==> config.mk <==
export PLATFORM = sky130hd
export DESIGN_NAME = uart_bank_regs
export DESIGN_NICKNAME = d
export VERILOG_FILES = /design/src/rtl/uart_bank_pkg.sv /design/src/rtl/uart_bank_sel.sv /design/src/rtl/uart_bank_reg.sv /design/src/rtl/uart_bank_regs.sv
export SDC_FILE = /design/constraint.sdc
export NUM_CORES = 1
export LEC_CHECK = 0
export ABC_AREA = 1
export CAP_MARGIN = 20
export CORE_MARGIN = 2
export CORE_UTILIZATION = 40
export DETAILED_ROUTE_END_ITERATION = 16
export DONT_BUFFER_PORTS = 1
export GPL_ROUTABILITY_DRIVEN = 0
export PLACE_DENSITY = 0.54
export SLEW_MARGIN = 20
export SYNTH_ARGS = -nofsm -noshare
export SYNTH_HDL_FRONTEND = slang
export SYNTH_HIERARCHICAL = 1
export SYNTH_SLANG_ARGS = --single-unit
==> constraint.sdc <==
create_clock -name clk -period 5.6 [get_ports clk]
set_clock_uncertainty 0.15 [all_clocks]
set_input_delay 0.56 -clock clk [delete_from_list [all_inputs] [get_ports clk]]
set_output_delay 0.56 -clock clk [all_outputs]
set_load 0.01 [all_outputs]
==> src/rtl/uart_bank_pkg.sv <==
package uart_bank_pkg;
  localparam int DW = 8;
  localparam int AW = 3;

  typedef enum logic [1:0] {
    BANK_STD = 2'd0,
    BANK_DIV = 2'd1,
    BANK_ENH = 2'd2
  } bank_e;

  localparam logic [DW-1:0] ENH_KEY = 8'hBF;

  // masks of bits that stay writable while the unlock bit is 0
  localparam logic [DW-1:0] IER_OPEN = 8'h0F;
  localparam logic [DW-1:0] FCR_OPEN = 8'hCF;
  localparam logic [DW-1:0] MCR_OPEN = 8'h1F;

  localparam logic [AW-1:0] A_0 = 3'd0;
  localparam logic [AW-1:0] A_1 = 3'd1;
  localparam logic [AW-1:0] A_2 = 3'd2;
  localparam logic [AW-1:0] A_LCR = 3'd3;
  localparam logic [AW-1:0] A_4 = 3'd4;
endpackage

==> src/rtl/uart_bank_sel.sv <==
module uart_bank_sel
  import uart_bank_pkg::*;
(
  input  logic [DW-1:0] lcr,
  output bank_e         bank
);
  always_comb begin
    if (lcr == ENH_KEY)  bank = BANK_ENH;
    else if (lcr[DW-1])  bank = BANK_DIV;
    else                 bank = BANK_STD;
  end
endmodule

==> src/rtl/uart_bank_reg.sv <==
module uart_bank_reg #(
  parameter int W = 8
) (
  input  logic         clk,
  input  logic         rst_n,
  input  logic         we,
  input  logic [W-1:0] wmask,
  input  logic [W-1:0] d,
  output logic [W-1:0] q
);
  logic [W-1:0] q_nxt;

  always_comb begin
    q_nxt = q;
    if (we) q_nxt = (q & ~wmask) | (d & wmask);
  end

  always_ff @(posedge clk or negedge rst_n) begin
    if (!rst_n) q <= '0;
    else        q <= q_nxt;
  end

  AST_MASKED_BITS_HOLD: assert property (@(posedge clk) disable iff (!rst_n)
    we |=> ((q & ~$past(wmask)) == ($past(q) & ~$past(wmask))));
endmodule

==> src/rtl/uart_bank_regs.sv <==
module uart_bank_regs
  import uart_bank_pkg::*;
#(
  parameter logic [7:0] DEV_ID  = 8'h12,
  parameter logic [7:0] DEV_REV = 8'h01
) (
  input  logic          clk,
  input  logic          rst_n,
  input  logic [AW-1:0] addr,
  input  logic          wr_en,
  input  logic          rd_en,
  input  logic [DW-1:0] wdata,
  input  logic [DW-1:0] fifo_level,
  output logic [DW-1:0] rdata,
  output logic [DW-1:0] lcr_o,
  output logic [DW-1:0] ier_o,
  output logic [DW-1:0] fcr_o,
  output logic [DW-1:0] mcr_o,
  output logic [DW-1:0] dll_o,
  output logic [DW-1:0] dlm_o,
  output logic [2:0]    afr_o,
  output logic [DW-1:0] trg_o,
  output logic [DW-1:0] fctr_o,
  output logic [DW-1:0] efr_o,
  output logic [DW-1:0] xon1_o,
  output logic [DW-1:0] xon2_o,
  output logic [DW-1:0] xoff1_o,
  output logic [DW-1:0] xoff2_o
);
  localparam int NXC = 4;
  localparam logic [DW-1:0] ALL = '1;

  // reset: asynchronous assert, synchronous release
  logic [1:0] rst_sync;
  logic       rst_q;
  always_ff @(posedge clk or negedge rst_n) begin
    if (!rst_n) rst_sync <= 2'b00;
    else        rst_sync <= {rst_sync[0], 1'b1};
  end
  assign rst_q = rst_sync[1];

  bank_e bank;
  uart_bank_sel u_sel (.lcr(lcr_o), .bank(bank));

  logic std_b, div_b, enh_b, unlock;
  assign std_b  = (bank == BANK_STD);
  assign div_b  = (bank == BANK_DIV);
  assign enh_b  = (bank == BANK_ENH);
  assign unlock = efr_o[4];

  // write enables per register
  logic we_lcr, we_ier, we_fcr, we_mcr, we_dll, we_dlm, we_afr;
  logic we_trg, we_fctr, we_efr;
  always_comb begin
    we_lcr  = wr_en && (addr == A_LCR);
    we_ier  = wr_en && std_b && (addr == A_1);
    we_fcr  = wr_en && std_b && (addr == A_2);
    we_mcr  = wr_en && !enh_b && (addr == A_4);
    we_dll  = wr_en && div_b && (addr == A_0);
    we_dlm  = wr_en && div_b && (addr == A_1);
    we_afr  = wr_en && div_b && (addr == A_2);
    we_trg  = wr_en && enh_b && (addr == A_0);
    we_fctr = wr_en && enh_b && (addr == A_1);
    we_efr  = wr_en && enh_b && (addr == A_2);
  end

  logic [DW-1:0] ier_mask, fcr_mask, mcr_mask;
  assign ier_mask = unlock ? ALL : IER_OPEN;
  assign fcr_mask = unlock ? ALL : FCR_OPEN;
  assign mcr_mask = unlock ? ALL : MCR_OPEN;

  uart_bank_reg #(.W(DW)) u_lcr  (.clk(clk), .rst_n(rst_q), .we(we_lcr),  .wmask(ALL),      .d(wdata),      .q(lcr_o));
  uart_bank_reg #(.W(DW)) u_ier  (.clk(clk), .rst_n(rst_q), .we(we_ier),  .wmask(ier_mask), .d(wdata),      .q(ier_o));
  uart_bank_reg #(.W(DW)) u_fcr  (.clk(clk), .rst_n(rst_q), .we(we_fcr),  .wmask(fcr_mask), .d(wdata),      .q(fcr_o));
  uart_bank_reg #(.W(DW)) u_mcr  (.clk(clk), .rst_n(rst_q), .we(we_mcr),  .wmask(mcr_mask), .d(wdata),      .q(mcr_o));
  uart_bank_reg #(.W(DW)) u_dll  (.clk(clk), .rst_n(rst_q), .we(we_dll),  .wmask(ALL),      .d(wdata),      .q(dll_o));
  uart_bank_reg #(.W(DW)) u_dlm  (.clk(clk), .rst_n(rst_q), .we(we_dlm),  .wmask(ALL),      .d(wdata),      .q(dlm_o));
  uart_bank_reg #(.W(3))  u_afr  (.clk(clk), .rst_n(rst_q), .we(we_afr),  .wmask(3'b111),   .d(wdata[2:0]), .q(afr_o));
  uart_bank_reg #(.W(DW)) u_trg  (.clk(clk), .rst_n(rst_q), .we(we_trg),  .wmask(ALL),      .d(wdata),      .q(trg_o));
  uart_bank_reg #(.W(DW)) u_fctr (.clk(clk), .rst_n(rst_q), .we(we_fctr), .wmask(ALL),      .d(wdata),      .q(fctr_o));
  uart_bank_reg #(.W(DW)) u_efr  (.clk(clk), .rst_n(rst_q), .we(we_efr),  .wmask(ALL),      .d(wdata),      .q(efr_o));

  // flow-control characters at 100..111 of the enhanced bank
  logic [DW-1:0] xch [NXC];
  for (genvar i = 0; i < NXC; i++) begin : g_xch
    logic we_x;
    assign we_x = wr_en && enh_b && addr[2] && (addr[1:0] == i[1:0]);
    uart_bank_reg #(.W(DW)) u_x (.clk(clk), .rst_n(rst_q), .we(we_x), .wmask(ALL), .d(wdata), .q(xch[i]));
  end
  assign xon1_o  = xch[0];
  assign xon2_o  = xch[1];
  assign xoff1_o = xch[2];
  assign xoff2_o = xch[3];

  // read multiplexer
  logic div_zero;
  assign div_zero = (dll_o == '0) && (dlm_o == '0);

  always_comb begin
    rdata = '0;
    if (rd_en) begin
      if (addr == A_LCR) rdata = lcr_o;
      else if (enh_b) begin
        if (addr[2])            rdata = xch[addr[1:0]];
        else if (addr == A_0)   rdata = fifo_level;
        else if (addr == A_1)   rdata = fctr_o;
        else if (addr == A_2)   rdata = efr_o;
      end else if (div_b) begin
        if (addr == A_0)        rdata = div_zero ? DEV_REV : dll_o;
        else if (addr == A_1)   rdata = div_zero ? DEV_ID  : dlm_o;
        else if (addr == A_2)   rdata = {5'b0, afr_o};
        else if (addr == A_4)   rdata = mcr_o;
      end else begin
        if (addr == A_1)        rdata = ier_o;
        else if (addr == A_4)   rdata = mcr_o;
      end
    end
  end

  AST_LCR_ANY_BANK: assert property (@(posedge clk) disable iff (!rst_q)
    (wr_en && addr == A_LCR) |=> (lcr_o == $past(wdata)));
  AST_DIV_HOLD: assert property (@(posedge clk) disable iff (!rst_q)
    !(wr_en && div_b && addr[2:1] == 2'b00) |=> ($stable(dll_o) && $stable(dlm_o)));
  AST_ID_ON_ZERO_DIV: assert property (@(posedge clk) disable iff (!rst_q)
    (rd_en && div_b && addr == A_1 && dll_o == '0 && dlm_o == '0) |-> (rdata == DEV_ID));
  AST_XCHAR_HOLD: assert property (@(posedge clk) disable iff (!rst_q)
    !(wr_en && enh_b && addr[2]) |=> $stable({xon1_o, xon2_o, xoff1_o, xoff2_o}));
  AST_IER_LOCK: assert property (@(posedge clk) disable iff (!rst_q)
    (wr_en && !unlock) |=> (ier_o[7:4] == $past(ier_o[7:4])));
  AST_IDLE_BUS: assert property (@(posedge clk) disable iff (!rst_q)
    !rd_en |-> (rdata == '0));
endmodule

* Word-level counts from Yosys, hierarchy flattened
Cells that the tools add are included.
** Storage, ports and cells
- Register bits :: 109
- Output and inout port bits :: 115
- Bits of input ports :: 23
- Word-level logic and storage cells :: 88
** Operators by class
- Bitwise logic cells :: 13
- Reductions and logical operators :: 26
- Order comparisons :: 1
- Muxes and demuxes :: 23
- Equal/unequal tests :: 10
** Operator list (count)
- two-way mux 8 bit :: 19
- bitwise AND 8 bit :: 6
- NOT 8 bit :: 3
- bitwise OR 8 bit :: 3
- logical AND 1 bit :: 20
- binary-select mux 8 bit (select 2 bit) :: 1
- logical NOT 8 bit :: 2
- == test 8 bit, second input constant :: 1
- == test 2 bit, second input constant :: 3
- == test 3 x 2 -> 1 bit, second input constant :: 2
- two-way mux 6 bit :: 1
- == test 2 x 1 -> 1 bit, second input constant :: 2
- logical NOT 2 bit :: 2
- == test 3 x 1 -> 1 bit, second input constant :: 1
- == test 3 bit, second input constant :: 1
- greater-or-equal comparator 3 bit, second input constant :: 1
- logical NOT 3 bit :: 1
- NOT 2 -> 3 bit :: 1
- two-way mux 2 bit :: 1
- logical NOT 1 bit :: 1
- two-way mux 1 bit :: 1

* Logic depth before layout (Yosys ltp)
Gate-level depths: netlist of the first run.
- Depth in word-level cells :: 9
- Depth in mapped cells :: 16
- Gate-level depth less buffers :: 13

* By module
The synthesis of the first run kept the hierarchy.
** Modules (own cells, without submodules)
- uart_bank_reg at g_xch[0].u_x ... :: times used 13, cells each 42, area each 381.6 µm², sequential area each 200.2 µm²
- uart_bank_regs :: times used 1, cells each 286, area each 1281.2 µm², sequential area each 50.0 µm²
- uart_bank_reg at u_afr :: times used 1, cells each 15, area each 123.9 µm², sequential area each 75.1 µm²
- uart_bank_sel :: times used 1, cells each 10, area each 46.3 µm², sequential area each 0.0 µm²

* Least setup slack after synthesis of the first run
Ideal clock, no wire load.
- Kind :: register to output
- Start point :: reg (tool-made name)
- End point :: out rdata[7]
- Setup slack :: 3246 ps
- Path buffers :: 1
- Arrival time :: 1644 ps
- Stages on the path, launching flop included :: 12
- Required time :: 4890 ps
- Cell sequence :: dfrtp_1 inv_1 nand2_1 nor2_2 and2_1 inv_1 nor2_1 inv_1 clkbuf_1 nand2_1 nand2_1 a21oi_1
** RTL lines
- to (decl) :: RTL line uart_bank_regs.sv:14 : output logic [DW-1:0] rdata,

==> results of run 1 <==
==> per-stage QoR <==
step	util	cell area, um2	hold WS (ps)	power [W]	cells
3_3_place_gp	0.443	6980	114	0.00120	1235
5_1_grt	0.465	7330	168	0.00199	1252
4_1_cts	0.463	7310	164	0.00191	1252
3_5_place_dp	0.443	6990	114	0.00121	1235
6_report	0.465	7340	176	0.00189	1253
2_1_floorplan	-	7150	114	0.00113	1053
==> timing repair <==
item,4_1_cts,5_1_grt
hold buffers,1,0
endpoints found under the hold margin,2,0
resized for setup,0,0
==> final timing paths <==
check | start | to | slack (ps) | cells after the start
setup / recovery | register | rdata[3] | 2090 | 11
hold / removal | wdata[0] | register | 180 | 2
setup reg to reg | register | register | 2510 | 12
hold reg to reg | rst_sync[0]$_DFF_PN0_ | rst_sync[1]$_DFF_PN0_ | 210 | 0
max in group asynchronous | rst_sync[1]$_DFF_PN0_ | asynchronous set/reset pin | 3890 | 1
min in group asynchronous | rst_n | rst_sync[1]$_DFF_PN0_ | 270 | 1
==> power by group through the flow <==
stage / logic [W] / registers [W] / clock network [W]
final: 0.000218 / 0.000974 / 0.000698
after global routing: 0.000258 / 0.000991 / 0.000743
after CTS: 0.000217 / 0.000978 / 0.000714
after detailed placement: 0.000215 / 0.000993 / 0
after global placement: 0.000212 / 0.000992 / 0
after floorplan: 0.000178 / 0.000956 / 0
==> kinds of logic after synthesis <==
logic type | Yosys count | share of synthesized area
other cells | 1 | 0.000585
simple gates | 622 | 0.438
compound gates | 54 | 0.0441
buf+inv | 71 | 0.0923
flops | 109 | 0.425
==> per-layer routing <==
layer	track usage	share of wire	vias to the layer above	routed length (um)
met5	0	0	-	0
met4	0.0738	0.018	0	344
met3	0.0700	0.073	19	1400
met2	0.358	0.45	131	8630
met1	0.320	0.46	2451	8710
li1	-	-	2867	-
==> worst register-to-register path, stage by stage (launching register included) <==
cell and delay, ps:
dfrtp_1 480, nand2_1 100, nor2_2 130, and2_1 150, inv_1 50, nor2_1 330
inv_1 320, nor2_1 220, nand2_1 180, nor2_2 630, nand2_1 110, nand2_1 100
nand2_1 50
==> Yosys cell counts, drive strengths merged <==
cell type / instances / area share
nand3: 122 / 0.13
nor2: 58 / 0.038
or2: 4 / 0.0039
a31oi: 3 / 0.0029
nand2: 429 / 0.26
conb: 1 / 0.00058
a21oi: 16 / 0.012
inv: 35 / 0.020
clkbuf: 3 / 0.0018
dfrtp: 109 / 0.43
nor3: 8 / 0.0062
o21ai: 31 / 0.024
and2: 1 / 0.00098
o21a: 3 / 0.0035
buf: 33 / 0.070
o22ai: 1 / 0.00098
==> layout make-up <==
class / count / area share
Tap cell: 216 / 0.0368
Clock inverter: 4 / 0.00989
Antenna cell: 1 / 0.000341
Multi-Input combinational cell: 873 / 0.527
Sequential cell: 109 / 0.372
Timing Repair Buffer: 3 / 0.00341
Clock buffer: 12 / 0.0322
Inverter: 35 / 0.0179
==> metrics, run 1 <==
outcome=finished clean; Register Area=0.00273 mm2; port bufs=0; fin crit period=3510 ps; CP Class=reg -> out; Place WS=2380 ps; unrepaired setup endpoints after global routing=no; # setup viols final=0; Worst-Skew Late Latency=360 ps; CP Cell Sequence=nand2_1 > nor2_2 > a21oi_1 > inv_1 > nor2_1 > inv_1 > nand2_1 > nand2_1 > nand2_1 > nand2_1 > a21oi_1; TritonRoute pass-1 iters=5; DRT iter0 DRCs=316; Switch Pwr=0.000579 W; clock buffer depth=2; LEAKAGE=3.84 nW; Flop pwr share=0.515; Pwr Density=258 mW/mm2; DIE WIDTH=131 um; Synth Register Bits=109; Final nets=1054; Critical Path Max Stage Delay=580 ps; WL final=19.1 mm; clk root buf=clkbuf_16; Final TNS setup=0 ps; maxcap violations=0; Peak VDD IR=0.149 mV; Gate power share=0.115; Final Hold Viols=0; # rows=46; CTS buffer count=9; Clock transition at path regs=80 ps; initial core utilization=0.407; fin crit share=0.626; DPL Wire Length=13.5 mm; Multi-input gate area=0.00387 mm2; leading cell type in the layout, fill and taps excluded=nand2_1; Via density=4.36; most frequent cells in the layout=nand2_1, conb_1, dfrtp_1, nand3_1, nor2_1; worst path bufs/invs=2; Hold WC Path Type=in -> reg; H-tree levels=3; Antenna Violating Nets Remaining=0; core area=0.0158 mm2; Worst path top cell family by delay=simple AND/OR/NAND/NOR gates; Setup Buffers After CTS=0; Die Span Y=131 um; die area=0.0171 mm2; Top cell by count, worst path=nand2_1; Tightest Pin Transition=889 ps; critical path fanouts, max=12; IO Pins=138; vias in the first global route=4973; Final Worst Setup Slack=2090 ps; clock network fraction of design power=0.369; Syn Inst Count=857; Critical Path End Type=primary output; layout cells sized above 1=0.102; switching fraction of total power=0.306; Critical Path RT=4890 ps; # DRC=0; first-pass GRT wire length=29.6 mm; GRT Total Usage=0.234; area delta synth->final=14.4%; Final Max Tran Viols=0; sequential-to-total area share from yosys stat=0.425; largest net degree at the start of global routing=63; Post-Syn Area=0.00641 mm2; CTS tree=yes; Avg WL per Cell=15.2 um; startpoint types=register; distinct cell type count after synthesis=27; fill count=1685; relative slew slack=0.405; critical path's slowest cell=nor2_1; DR vias=5468; fmax=0.285 GHz; initial antenna violation count=0; CTS sink cnt=109; Worst EP arrival=2800 ps; Avg Cell Area, Syn=7.48 um2; grt ovf=0; Power Internal=0.00131 W; warnings from Yosys=6
Power figures use the tool's default switching activity.
==> run 2: changes to the inputs <==
--- a/config.mk
+++ b/config.mk
@@ -12,7 +12,7 @@
 export DETAILED_ROUTE_END_ITERATION = 16
 export DONT_BUFFER_PORTS = 1
 export GPL_ROUTABILITY_DRIVEN = 0
-export PLACE_DENSITY = 0.54
+export PLACE_DENSITY = 0.56
 export SLEW_MARGIN = 20
 export SYNTH_ARGS = -nofsm -noshare
 export SYNTH_HDL_FRONTEND = slang
==> constraint.sdc (replaced) <==
create_clock -name clk -period 3.05 [get_ports clk]
set_clock_uncertainty 0.15 [all_clocks]
set_input_delay 0.305 -clock clk [delete_from_list [all_inputs] [get_ports clk]]
set_output_delay 0.305 -clock clk [all_outputs]
set_load 0.01 [all_outputs]
==> metrics, run 2 (synthesized netlist as in run 1, its figures left out) <==
core area=0.0158 mm2 (unchanged); Tightest Pin Transition=1100 ps (+210 ps); TritonRoute pass-1 iters=4 (-1); largest net degree at the start of global routing=64 (+1.6%); H-tree levels=3 (unchanged); outcome=finished clean; Tot Pwr=0.00338 W (+79%); clock buffer depth=2 (unchanged); Avg WL per Cell=15.2 um (-0.52%); Critical Path End Type=primary output; fmax=0.361 GHz; Placed Instance Area=0.00712 mm2 (+1.9%); DIE WIDTH=131 um (unchanged); first-pass GRT wire length=29.9 mm (+0.91%); initial antenna violation count=0 (unchanged); Die Span Y=131 um (unchanged); vias in the first global route=5217 (+4.9%); fin crit share=0.907; critical path fanouts, max=14 (+2); IO Pins=138 (unchanged); initial core utilization=0.407 (unchanged); Setup Buffers After CTS=0 (unchanged); layout cells sized above 1=0.108 (+0.00523); CTS tree=yes; Via density=4.32 (-1.1%); fin crit period=2770 ps; grt ovf=0 (unchanged); Worst-Skew Late Latency=350 ps (about the same); leading cell type in the layout, fill and taps excluded=nand2_1; CTS buffer count=9 (unchanged); relative slew slack=0.265 (-0.140); Pwr Density=451 mW/mm2 (+75%); WL final=19.3 mm (+1.3%); n_diodes=0 (-1); # rows=46 (unchanged); unrepaired setup endpoints after global routing=no; startpoint types=register; Multi-input gate area=0.00383 mm2 (-0.87%); Peak VDD IR=0.248 mV (+66%); clk root buf=clkbuf_16; die area=0.0171 mm2 (unchanged); Final nets=1079 (+2.4%); port bufs=0 (unchanged); area delta synth->final=16.8%; Antenna Violating Nets Remaining=0 (unchanged); Clock transition at path regs=70 ps (about the same); CP Class=reg -> out; Register Area=0.00273 mm2 (unchanged); DR vias=5508 (+0.73%); Core Util, Final=0.475 (+0.00984); GRT Total Usage=0.235 (+0.000754); Hold WC Path Type=in -> async; Critical Path RT=2590 ps (-2300 ps); Final Cell Area=0.00749 mm2 (+2.1%); Final Max Tran Viols=0 (unchanged); Final TNS setup=0 ps (unchanged); most frequent cells in the layout=nand2_1, conb_1, dfrtp_1, nand3_1, nor2_1; LEAKAGE=3.97 nW (+3.3%); Worst EP arrival=2310 ps (-490 ps); # DRC=0 (unchanged); Final Hold Viols=0 (unchanged); DRT iter0 DRCs=339 (+7.3%); # setup viols final=0 (unchanged); DPL Wire Length=13.6 mm (+0.85%); fill count=1679 (-0.36%); maxcap violations=0 (unchanged); CTS sink cnt=109 (unchanged)
## run 2: area by class of cell
| class | count | share of cell area |
|---|---|---|
| clock buffers | 13 | 0.0347 |
| clock inverters | 2 | 0.00134 |
| inverters | 35 | 0.0175 |
| repair buffers | 28 | 0.0341 |
| flip-flops and latches | 109 | 0.365 |
| multi-input cells | 873 | 0.512 |
| well taps | 216 | 0.0361 |
## run 2: repair_timing
action / CTS / global route
hold buffers: 9 / 0
resized for setup: 0 / 1
endpoints found under the hold margin: 109 / 0
setup endpoints to repair: 0 / 4
## run 2: metrics by stage
step | hold slack, ps | instances | setup slack [ps]
6_report | 19.3 | 1276 | 283
5_1_grt | 26.6 | 1276 | 56.9
4_1_cts | 13.2 | 1276 | 174
3_5_place_dp | -141 | 1252 | 461
3_3_place_gp | -141 | 1252 | 519
2_1_floorplan | -141 | 1053 | 784
## run 2: final timing paths
kind,end,depth (start not counted),slack (ps),from
worst max-delay path,rdata[2],10,280,register
worst min-delay path,rst_sync[1]$_DFF_PN0_,1,20,rst_n
worst max register to register,register,13,490,register
worst min register to register,rst_sync[1]$_DFF_PN0_,0,210,rst_sync[0]$_DFF_PN0_
max in group asynchronous,asynchronous set/reset pin,1,1710,rst_sync[1]$_DFF_PN0_
min in group clk,register,3,110,wdata[0]
## run 2: power breakdown
group | total (W) | internal, W | switching [W]
Sequential | 0.00179 | 0.00156 | 0.000227
Clock | 0.00113 | 0.000594 | 0.000536
Combinational | 0.000462 | 0.000142 | 0.000319
Total | 0.00338 | 0.00230 | 0.00108
## run 2: critical path, stage by stage, from the launching register on
cell	delay [ps]
dfrtp_1	480
nand2_1	110
nor2_2	120
and2_1	150
inv_1	50
nor2_1	280
inv_2	200
a31oi_1	260
nand2_1	100
nand2_1	80
a21oi_1	130
## run 2: layer usage
layer,track usage,routed length [um],vias up,part of all wire
met5,0,0,-,0
li1,-,-,2912,-
met2,0.376,8810,134,0.46
met4,0.0820,419,0,0.022
met3,0.0554,1150,23,0.059
met1,0.313,8950,2439,0.46
==> run 3: changes to the inputs <==
--- a/config.mk
+++ b/config.mk
@@ -5,7 +5,6 @@
 export SDC_FILE = /design/constraint.sdc
 export NUM_CORES = 1
 export LEC_CHECK = 0
-export ABC_AREA = 1
 export CAP_MARGIN = 20
 export CORE_MARGIN = 2
 export CORE_UTILIZATION = 40
==> metrics, run 3 <==
Clock transition at path regs=70 ps (about the same); Final TNS setup=0 ps (unchanged); most frequent cells in the layout=nand2_1, mux2_4, dfrtp_1, conb_1, nor2_1; DR vias=4249 (-23%); Pwr Density=498 mW/mm2 (+10%); clock network fraction of design power=0.346 (+0.012); Final Hold Viols=0 (unchanged); Worst EP arrival=2330 ps (+20 ps); Synth Register Bits=109 (unchanged); Power Internal=0.00250 W (+8.8%); critical path fanouts, max=10 (-4); relative slew slack=0.404 (+0.140); most frequent cell after synthesis=nand2_1; CTS sink cnt=109 (unchanged); Switch Pwr=0.00104 W (-3.7%); grt ovf=0 (unchanged); Peak VDD IR=0.320 mV (+29%); R2R Setup Slk=470 ps (-20 ps); area delta synth->final=14.1%; initial core utilization=0.411 (+0.00392); CP Cell Sequence=nand4b_4 > o21a_1 > buf_4 > inv_1 > nand2_1 > a21oi_1 > o41ai_4; Synth Flop Type=dfrtp_1; fin crit period=2780 ps (+13.6 ps); first-pass GRT wire length=27.2 mm (-8.8%); Synth Area in Compound Gates=0.0696 (+0.0255); R2R cell count=8 (-5); # setup viols final=0 (unchanged); Post-Synth Adder-Cell Area=0.00160 (+0.00160); sequential-to-total area share from yosys stat=0.437 (+0.0117); CP Depth=7 (-3); Die Span Y=129 um (-1.3%); Via density=5.25 (+22%); initial antenna violation count=0 (unchanged); Tightest Pin Transition=890 ps (-209 ps); LEAKAGE=3.54 nW (-11%); WL final=17.9 mm (-7.3%); Final Cell Area=0.00712 mm2 (-5.0%); n_diodes=0 (unchanged); worst hold slack=24.7 ps (+5.48 ps); unrepaired setup endpoints after global routing=no; CTS tree=yes; largest net degree at the start of global routing=51 (-20%); Synth Area in XOR/XNOR=0 (unchanged); TritonRoute pass-1 iters=5 (+1); fill count=1396 (-17%); worst path bufs/invs=2 (unchanged); core area=0.0152 mm2 (-3.6%); Syn Inst Count=513 (-40%); Antenna Violating Nets Remaining=0 (unchanged); Critical Path End=rdata[1]; die area=0.0166 mm2 (-2.6%); Critical Path Max Stage Delay=480 ps (about the same); critical path's slowest cell=o41ai_4; vias in the first global route=4300 (-18%); distinct cell type count after synthesis=56 (+110%); leading cell type in the layout, fill and taps excluded=nand2_1; Yosys top cell area share=0.437 (+0.0117); Synth async-reset ratio=1.00 (unchanged); maxcap violations=0 (unchanged); DRT iter0 DRCs=244 (-28%); Critical Path RT=2590 ps (about the same); Final nets=640 (-41%); fin crit share=0.912 (+0.00444); Placed Instance Area=0.00671 mm2 (-5.7%); clk root buf=clkbuf_16; warnings from Yosys=6 (unchanged); Worst-Skew Late Latency=360 ps (about the same); clock buffer depth=2 (unchanged); DPL Wire Length=12.4 mm (-8.8%); Avg WL per Cell=22.1 um (+46%); Avg Cell Area, Syn=12.2 um2 (+63%); # DRC=0 (unchanged); H-tree levels=3 (unchanged); Critical Path End Type=primary output; Synth area leader=dfrtp_1; layout cells sized above 1=0.267 (+0.159); Worst path top cell family by delay=compound AO/OA/AOI/OAI gates; Core Util, Final=0.468 (-0.00669); Hold WC Path Type=in -> async; EDFF count, synth=0 (unchanged); CP Class=reg -> out; Flop pwr share=0.517 (-0.012); port bufs=0 (unchanged); Synth Area in Simple Gates=0.133 (-0.305); Gate power share=0.137 (about the same); largest cells by area after synthesis=dfrtp_1, mux2_4, nand2_1, buf_6, mux4_2; outcome=finished clean; startpoint types=register; switching fraction of total power=0.294 (-0.0259); IO Pins=138 (unchanged); fmax=0.360 GHz (-0.49%); multiplexer share of the synthesized area=0.314 (+0.314); Tot Pwr=0.00354 W (+4.8%); # rows=45 (-2.2%); Post-Syn Area=0.00624 mm2 (-2.7%); Final Max Tran Viols=0 (unchanged); CTS buffer count=9 (unchanged); GRT Total Usage=0.222 (-0.0129); main combinational cell family by area after synthesis=multiplexers; DIE WIDTH=129 um (-1.3%); top post-synthesis cells by count=nand2_1, mux2_4, dfrtp_1, nor2_1, buf_6
## run 3: cell count changes after synthesis, sizes merged, moves of 7 or more
cell,previous run,this run
mux2,0,116
a21oi,16,8
o21ai,31,12
buf,33,23
inv,35,10
nor2b,0,7
nand2,429,122
nand3,122,9
mux4,0,8
nor2,58,19
## run 3: repair_timing
action,4_1_cts,5_1_grt
resized for setup,1,1
endpoints found under the hold margin,109,0
buffers inserted,0,0
pin swaps,0,1
setup endpoints to repair,1,1
hold buffers,9,0
## run 3: kinds of logic (layout without fill, tap and decap cells)
kind of cell               Yosys count  after routing
adders and majority gates            1              1
buffers and inverters               38             49
and+or+nand+nor                    181            181
DFF                                109            109
muxes                              128            128
other                                1             99
AOI/OAI and AO/OA                   55             55
## run 3: area by class of cell
cell class	count	area (um2)	share of cell area
Clock buffer	11	243	0.0341
Clock inverter	5	60.1	0.00843
Timing Repair Buffer	23	195	0.0274
Inverter	10	37.5	0.00527
Multi-Input combinational cell	464	3620	0.508
Sequential cell	109	2730	0.384
Tap cell	188	235	0.0330
## run 3: worst min-delay path by stage
stage / to / slack [ps] / depth (start not counted)
2_1_floorplan: rst_sync[0]$_DFF_PN0_ / -140 / 0
3_5_place_dp: rst_sync[0]$_DFF_PN0_ / -140 / 0
3_3_place_gp: rst_sync[0]$_DFF_PN0_ / -140 / 0
6_report: rst_sync[1]$_DFF_PN0_ / 20 / 1
5_1_grt: rst_sync[1]$_DFF_PN0_ / 30 / 1
4_1_cts: rst_sync[1]$_DFF_PN0_ / 10 / 1
## run 3: power by group through the flow
stage	Clock [W]	Sequential, W	Combinational (W)
after floorplan	0	0.00178	0.000389
after global placement	0	0.00185	0.000427
after detailed placement	0	0.00186	0.000435
after CTS	0.00125	0.00183	0.000481
after global routing	0.00130	0.00186	0.000527
final	0.00123	0.00183	0.000486
## run 3: worst register-to-register path: stages, from the launching register on
cell,delay (ps)
dfrtp_1,460
nand4b_4,190
nor3_2,60
buf_4,150
nor2b_2,340
nand2_1,130
nor2_1,510
nand2_1,160
mux2_4,330
## run 3: metal layers
layer	global-route usage	wire [um]	vias to the layer above
li1	-	-	1930
met3	0.0603	1320	20
met1	0.307	8060	2131
met2	0.339	8240	168
met5	0	0	-
met4	0.0735	316	0
## run 3: metrics by stage
| stage | worst slack, ps | std cells |
|---|---|---|
| 6_report | 269 | 810 |
| 5_1_grt | 79.2 | 810 |
| 4_1_cts | 186 | 810 |
| 3_5_place_dp | 292 | 785 |
| 3_3_place_gp | 320 | 785 |
| 2_1_floorplan | 615 | 611 |
